### config.mk
export PLATFORM = sky130hd
export DESIGN_NAME = hpd_intr_filter
export DESIGN_NICKNAME = d
export VERILOG_FILES = /design/src/rtl/hpd_intr_pkg.sv /design/src/rtl/hpd_sync2.sv /design/src/rtl/hpd_level_qualifier.sv /design/src/rtl/hpd_irq_regs.sv /design/src/rtl/hpd_intr_filter.sv
export SDC_FILE = /design/constraint.sdc
export NUM_CORES = 1
export LEC_CHECK = 0
export ABC_CLOCK_PERIOD_IN_PS = 1940
export BUFFER_PORTS_ARGS = -buffer_cell sky130_fd_sc_hd__buf_2
export CAP_MARGIN = 10
export CORE_UTILIZATION = 52
export CTS_CLUSTER_SIZE = 8
export DETAILED_ROUTE_END_ITERATION = 10
export HOLD_SLACK_MARGIN = 0.15
export PLACE_DENSITY = 0.74
export SLEW_MARGIN = 20
export SYNTH_ARGS = -nofsm -noshare
export SYNTH_HDL_FRONTEND = slang
export SYNTH_SLANG_ARGS = --single-unit
### constraint.sdc
create_clock -name clk -period 1.94 [get_ports clk]
set_input_delay 0.291 -clock clk [delete_from_list [all_inputs] [get_ports clk]]
set_output_delay 0.291 -clock clk [all_outputs]
set_load 0.02 [all_outputs]
### src/rtl/hpd_intr_pkg.sv
// Package: shared constants for the hot-plug conditioner.
// Holds the register word addresses, the field widths and the interrupt bit positions.
package hpd_intr_pkg;
    localparam int BUS_W     = 16;
    localparam int ADDR_W    = 3;
    localparam int GLITCH_W  = 4;
    localparam int VALID_W   = 12;
    localparam int IRQ_W     = 8;
    localparam int NUM_LINES = 2;

    localparam logic [ADDR_W-1:0] A_CFG    = 3'd0;
    localparam logic [ADDR_W-1:0] A_ENABLE = 3'd1;
    localparam logic [ADDR_W-1:0] A_PEND   = 3'd2;
    localparam logic [ADDR_W-1:0] A_CLEAR  = 3'd3;
    localparam logic [ADDR_W-1:0] A_LEVEL  = 3'd4;

    localparam int B_CORE    = 0;
    localparam int B_HPD_R   = 1;
    localparam int B_HPD_F   = 2;
    localparam int B_RXS_R   = 6;
    localparam int B_RXS_F   = 7;

    localparam logic [IRQ_W-1:0] IMPL_MASK = 8'hC7;
endpackage

### src/rtl/hpd_sync2.sv
// Module: two-flop synchronizer.
// Brings one asynchronous level into the clk domain.
// Assumes the input changes slowly compared with clk.
module hpd_sync2 (
    input  logic clk,
    input  logic rst_n,
    input  logic async_in,
    output logic sync_out
);
    logic meta_q;

    // Shift the input through two flops.
    always_ff @(posedge clk) begin
        if (!rst_n) begin
            meta_q   <= 1'b0;
            sync_out <= 1'b0;
        end else begin
            meta_q   <= async_in;
            sync_out <= meta_q;
        end
    end
endmodule

### src/rtl/hpd_level_qualifier.sv
// Module: synchronizer, short-pulse rejector and persistence qualifier for one line.
// Stage 1 adopts a synchronized level after it differs for glitch_n+1 cycles.
// Stage 2 adopts that level after it differs for (valid_m << VALID_SHIFT)+1 cycles.
// rise_o and fall_o pulse on the same edge that level_o changes.
// Assumes the configuration is static while a transition is qualifying.
module hpd_level_qualifier #(
    parameter int GLITCH_W    = 4,
    parameter int VALID_W     = 12,
    parameter int VALID_SHIFT = 10
) (
    input  logic                clk,
    input  logic                rst_n,
    input  logic                raw_in,
    input  logic [GLITCH_W-1:0] glitch_n,
    input  logic [VALID_W-1:0]  valid_m,
    output logic                level_o,
    output logic                rise_o,
    output logic                fall_o
);
    localparam int VCNT_W = VALID_W + VALID_SHIFT;

    logic                synced;
    logic                deglitched_q;
    logic [GLITCH_W-1:0] gcnt_q;
    logic [VCNT_W-1:0]   vcnt_q;
    logic [VCNT_W-1:0]   vlimit;

    hpd_sync2 u_sync (
        .clk      (clk),
        .rst_n    (rst_n),
        .async_in (raw_in),
        .sync_out (synced)
    );

    assign vlimit = {valid_m, {VALID_SHIFT{1'b0}}};

    // Glitch stage: count the cycles of disagreement and adopt after glitch_n+1 of them.
    always_ff @(posedge clk) begin
        if (!rst_n) begin
            deglitched_q <= 1'b0;
            gcnt_q       <= '0;
        end else if (synced == deglitched_q) begin
            gcnt_q <= '0;
        end else if (gcnt_q == glitch_n) begin
            deglitched_q <= synced;
            gcnt_q       <= '0;
        end else begin
            gcnt_q <= gcnt_q + 1'b1;
        end
    end

    // Persistence stage: adopt after more than the scaled valid width and flag the edge.
    always_ff @(posedge clk) begin
        if (!rst_n) begin
            level_o <= 1'b0;
            vcnt_q  <= '0;
            rise_o  <= 1'b0;
            fall_o  <= 1'b0;
        end else begin
            rise_o <= 1'b0;
            fall_o <= 1'b0;
            if (deglitched_q == level_o) begin
                vcnt_q <= '0;
            end else if (vcnt_q == vlimit) begin
                level_o <= deglitched_q;
                vcnt_q  <= '0;
                rise_o  <= deglitched_q;
                fall_o  <= !deglitched_q;
            end else begin
                vcnt_q <= vcnt_q + 1'b1;
            end
        end
    end
endmodule

### src/rtl/hpd_irq_regs.sv
// Module: configuration, enable, pending and clear registers, plus the interrupt line.
// Hardware events and software sets take priority over clears within the same cycle.
// Reads are combinational from bus_addr.
module hpd_irq_regs
    import hpd_intr_pkg::*;
(
    input  logic                  clk,
    input  logic                  rst_n,
    input  logic                  bus_wr,
    input  logic [ADDR_W-1:0]     bus_addr,
    input  logic [BUS_W-1:0]      bus_wdata,
    input  logic [IRQ_W-1:0]      hw_evt,
    input  logic [NUM_LINES-1:0]  levels,
    output logic [GLITCH_W-1:0]   glitch_n,
    output logic [VALID_W-1:0]    valid_m,
    output logic [IRQ_W-1:0]      pending,
    output logic [IRQ_W-1:0]      enable,
    output logic [BUS_W-1:0]      bus_rdata,
    output logic                  irq_out
);
    logic [BUS_W-1:0] cfg_q;
    logic [IRQ_W-1:0] sw_set;
    logic [IRQ_W-1:0] sw_clr;
    logic [IRQ_W-1:0] pend_nxt;

    assign glitch_n = cfg_q[15:12];
    assign valid_m  = cfg_q[11:0];

    // Decode software set and clear strobes and form the next pending value.
    always_comb begin
        sw_set   = (bus_wr && bus_addr == A_PEND)  ? bus_wdata[IRQ_W-1:0] : '0;
        sw_clr   = (bus_wr && bus_addr == A_CLEAR) ? bus_wdata[IRQ_W-1:0] : '0;
        pend_nxt = ((pending & ~sw_clr) | sw_set | hw_evt) & IMPL_MASK;
    end

    // Register updates for configuration, enable and pending.
    always_ff @(posedge clk) begin
        if (!rst_n) begin
            cfg_q   <= '0;
            enable  <= '0;
            pending <= '0;
        end else begin
            if (bus_wr && bus_addr == A_CFG)    cfg_q  <= bus_wdata;
            if (bus_wr && bus_addr == A_ENABLE) enable <= bus_wdata[IRQ_W-1:0] & IMPL_MASK;
            pending <= pend_nxt;
        end
    end

    // Read multiplexer.
    always_comb begin
        bus_rdata = '0;
        case (bus_addr)
            A_CFG:    bus_rdata = cfg_q;
            A_ENABLE: bus_rdata[IRQ_W-1:0] = enable;
            A_PEND:   bus_rdata[IRQ_W-1:0] = pending;
            A_LEVEL:  bus_rdata[NUM_LINES-1:0] = levels;
            default:  bus_rdata = '0;
        endcase
    end

    // Combine the enabled pending flags onto one line.
    assign irq_out = |(pending & enable);
endmodule

### src/rtl/hpd_intr_filter.sv
// Module: top level of the hot-plug conditioner.
// Instantiates one qualifier per line (line 0 is hot-plug, line 1 is receiver sense)
// and maps their edge flags and the core request onto the pending bit positions.
// Assumes core_irq_in is already synchronous to clk.
module hpd_intr_filter
    import hpd_intr_pkg::*;
#(
    parameter int VALID_SHIFT = 10
) (
    input  logic              clk,
    input  logic              rst_n,
    input  logic              hpd_raw,
    input  logic              rxsense_raw,
    input  logic              core_irq_in,
    input  logic              bus_wr,
    input  logic [ADDR_W-1:0] bus_addr,
    input  logic [BUS_W-1:0]  bus_wdata,
    output logic [BUS_W-1:0]  bus_rdata,
    output logic              irq_out
);
    logic [NUM_LINES-1:0] raw_vec;
    logic [NUM_LINES-1:0] lvl;
    logic [NUM_LINES-1:0] rise;
    logic [NUM_LINES-1:0] fall;
    logic [GLITCH_W-1:0]  glitch_n;
    logic [VALID_W-1:0]   valid_m;
    logic [IRQ_W-1:0]     hw_evt;
    logic [IRQ_W-1:0]     pending;
    logic [IRQ_W-1:0]     enable;

    assign raw_vec = {rxsense_raw, hpd_raw};

    for (genvar gi = 0; gi < NUM_LINES; gi++) begin : g_line
        hpd_level_qualifier #(
            .GLITCH_W    (GLITCH_W),
            .VALID_W     (VALID_W),
            .VALID_SHIFT (VALID_SHIFT)
        ) u_qual (
            .clk      (clk),
            .rst_n    (rst_n),
            .raw_in   (raw_vec[gi]),
            .glitch_n (glitch_n),
            .valid_m  (valid_m),
            .level_o  (lvl[gi]),
            .rise_o   (rise[gi]),
            .fall_o   (fall[gi])
        );
    end

    // Place the hardware event sources at their pending bit positions.
    always_comb begin
        hw_evt          = '0;
        hw_evt[B_CORE]  = core_irq_in;
        hw_evt[B_HPD_R] = rise[0];
        hw_evt[B_HPD_F] = fall[0];
        hw_evt[B_RXS_R] = rise[1];
        hw_evt[B_RXS_F] = fall[1];
    end

    hpd_irq_regs u_regs (
        .clk       (clk),
        .rst_n     (rst_n),
        .bus_wr    (bus_wr),
        .bus_addr  (bus_addr),
        .bus_wdata (bus_wdata),
        .hw_evt    (hw_evt),
        .levels    (lvl),
        .glitch_n  (glitch_n),
        .valid_m   (valid_m),
        .pending   (pending),
        .enable    (enable),
        .bus_rdata (bus_rdata),
        .irq_out   (irq_out)
    );
endmodule

==> summary.txt <==
Outcome
  – Outcome: completed

STA
  – Setup TNS Final: 0 ns
  – Setup violators final: 0
  – Worst Tran Pin Value: 0.576 ns
  – Clock skew: 0.0119 ns
  – Final Hold Violating Endpoints: 0
  – Final min period: 1.82 ns
  – Slew Limit Fails: 0
  – Share of the clock period used by the worst path: 93.9%
  – F_max: 549 MHz
  – RSZ-0062 raised after global routing: no
  – Final hold slack: 0.176 ns
  – Slew HR: 61.5%

Placement
  – I/O Buffers: 41
  – Placed cell count: 646
  – Final HPWL DP: 6.97 mm
  – Final GP Congestion: 0.869
  – DP Area: 4850 um2

Die
  – Core area: 8180 um2
  – Std cell rows: 33
  – Chip width: 93.7 um
  – Starting Density: 53.5%
  – Die Y: 93.7 um
  – IO Pins: 42
  – Die area: 8790 um2

Logic synthesis
  – Top-count cell post-synth: dfxtp_1
  – Synth area leaders: dfxtp_1, xnor2_1, nor3_1
  – Post-synth EDFFs: 0
  – Netlist cell types: 39
  – Synth top area share: 41.2%
  – #FFs+latches synth: 90
  – Ys flop type: dfxtp_1
  – Yosys warnings: 0
  – Syn Nets: 527
  – Post-synth top area cell: dfxtp_1
  – Async S/R FF share, synth: 0%
  – Commonest cells in the synthesized netlist: dfxtp_1, xnor2_1, nand2_1
  – Register area share after synthesis: 41.2%
  – Avg Inst Size Synth: 8.82 um2
  – Post-synthesis cell count: 496
  – Synthesized area: 4380 um2

Hold path
  – Hold Path Class: input port to flip-flop

Power and ir drop
  – Peak VDD IR: 469 uV
  – PD cells: 668 nW/um2
  – Leakage: 1.76 nW

Clock tree
  – CTS tree: yes
  – Worst-skew pair later-pin latency: 0.35 ns
  – # clock sinks: 90
  – H-tree levels: 3
  – Clock slew at reported path FFs: 0.10 ns
  – Clock Path Buffers: 2
  – CTS Buf Count: 9
  – Clk root buf: clkbuf_8

Route
  – Initial DRT Pass Iterations: 6
  – Wire per inst: 14.4 um
  – Post-DRT Antenna Nets: 0
  – DRT iter0 DRCs: 140
  – Vias post-DR: 3692
  – Drt drc: 0
  – Vias per Instance: 5.54
  – DRT Wirelength: 9.58 mm

Setup path
  – Critical Path Source Type: flip-flop
  – Critical Path AT: 2.10 ns
  – Worst-path fanout max: 7
  – CP endpoint kind: flip-flop
  – Critical Path RT: 2.21 ns
  – Critical path class: flip-flop to flip-flop

Flow run
  – Max cap viols: 0

Layout
  – Layout Cells excl Fill: 666
  – Area delta synth->final: 16.5%
  – Ant diodes: 0
  – Fin nets: 587
  – Proportion of layout cells with a drive suffix above 1: 19.1%
  – Fin area: 5100 um2

Global routing
  – Largest net degree at the start of global routing: 30
  – GRT overflow: 0
  – First-pass GRT wire length: 16.3 mm
  – Gr usage total: 23.3%
  – Vias in the first global route: 3467
  – Initial antenna violation count: 0
cells by family after synthesis:
group	count (synthesis)	synth area share, %
simple gates	214	26.5
flops	90	41.2
compound gates	68	10.9
xor+xnor	66	13.2
buf+inv	38	3.34
mux	14	3.20
fa+ha+maj	6	1.72
final cells by class:
| class | instances | area, um2 |
|---|---|---|
| inverters | 14 | 52.6 |
| multi-input cells | 368 | 2470 |
| clock buffers | 9 | 124 |
| well taps | 105 | 131 |
| repair buffers | 73 | 457 |
| fillers | 702 | 3080 |
| clock inverters | 7 | 58.8 |
| flip-flops and latches | 90 | 1810 |
per-stage QoR:
stage / power, mW / worst slack [ns] / utilization (%)
floorplan: 2.11 / 0.0547 / -
global placement: 2.21 / 0.114 / 59.3
detailed placement: 2.21 / 0.0180 / 59.3
CTS: 3.42 / 0.00405 / 61.9
global route: 3.54 / 0.0109 / 62.4
finish: 3.40 / 0.117 / 62.4
sequential cells by signal, indices dropped and copies added (netlist names), 5 cells and up:
signal                flops
g_line.u_qual.gcnt_q      8
g_line.u_qual.vcnt_q     44
u_regs.cfg_q             16
u_regs.enable             5
u_regs.pending            5
worst paths after layout:
path	start	end	slack (ns)	cells after the start
max reg2reg	g_line[1].u_qual.vcnt_q[3]	g_line[1].u_qual.vcnt_q[21]	0.12	4
max	g_line[1].u_qual.vcnt_q[3]	g_line[1].u_qual.vcnt_q[21]	0.12	4
min reg2reg	g_line[0].u_qual.rise_o	u_regs.pending[1]	0.45	1
min	bus_wdata[13]	u_regs.cfg_q[13]	0.18	3
per-layer routing:
layer	wire (um)	share of wire, %	vias to the layer above	track usage, %
li1	-	-	1856	-
met1	4540	47	1738	30.2
met4	57	0.59	0	5.38
met5	0	0	-	0
met2	4640	48	92	40.6
met3	350	3.7	6	3.72
critical path: stages (launching register included):
cell,delay [ns]
dfxtp_1,0.43
nand4_2,0.13
or4_4,0.54
or4_1,0.43
a211oi_2,0.22
what timing repair did:
action | in CTS | in global routing
endpoints found under the setup margin | 0 | 32
resized for setup | 0 | 10
endpoints found under the hold margin | 3 | 0
setup buffers | 0 | 1
hold buffers | 3 | 0
power breakdown:
group          switching (mW)  internal [mW]
clock                   0.730          0.491
combinational           0.168          0.120
sequential             0.0249           1.87
total                   0.922           2.48
layout by cell type (no fill, tap or decap), types with 6 or more instances in the layout:
cell type / synthesis / final
nor2b_1: 9 / 9
buf_2: 2 / 41
nor3_1: 36 / 36
or3_1: 10 / 8
a211oi_1: 10 / 9
o31ai_1: 6 / 6
and2_1: 17 / 17
mux2i_1: 14 / 14
o21ai_0: 10 / 10
nor2_1: 23 / 23
a21boi_0: 16 / 16
inv_1: 14 / 14
nand2_1: 48 / 48
nand3_1: 23 / 23
xor2_1: 13 / 13
buf_4: 0 / 28
dfxtp_1: 90 / 86
or4_1: 7 / 6
a21oi_1: 10 / 10
xnor2_1: 53 / 53
clkbuf_8: 0 / 9
nand4_1: 14 / 14
(Power assumes the default switching activity.)
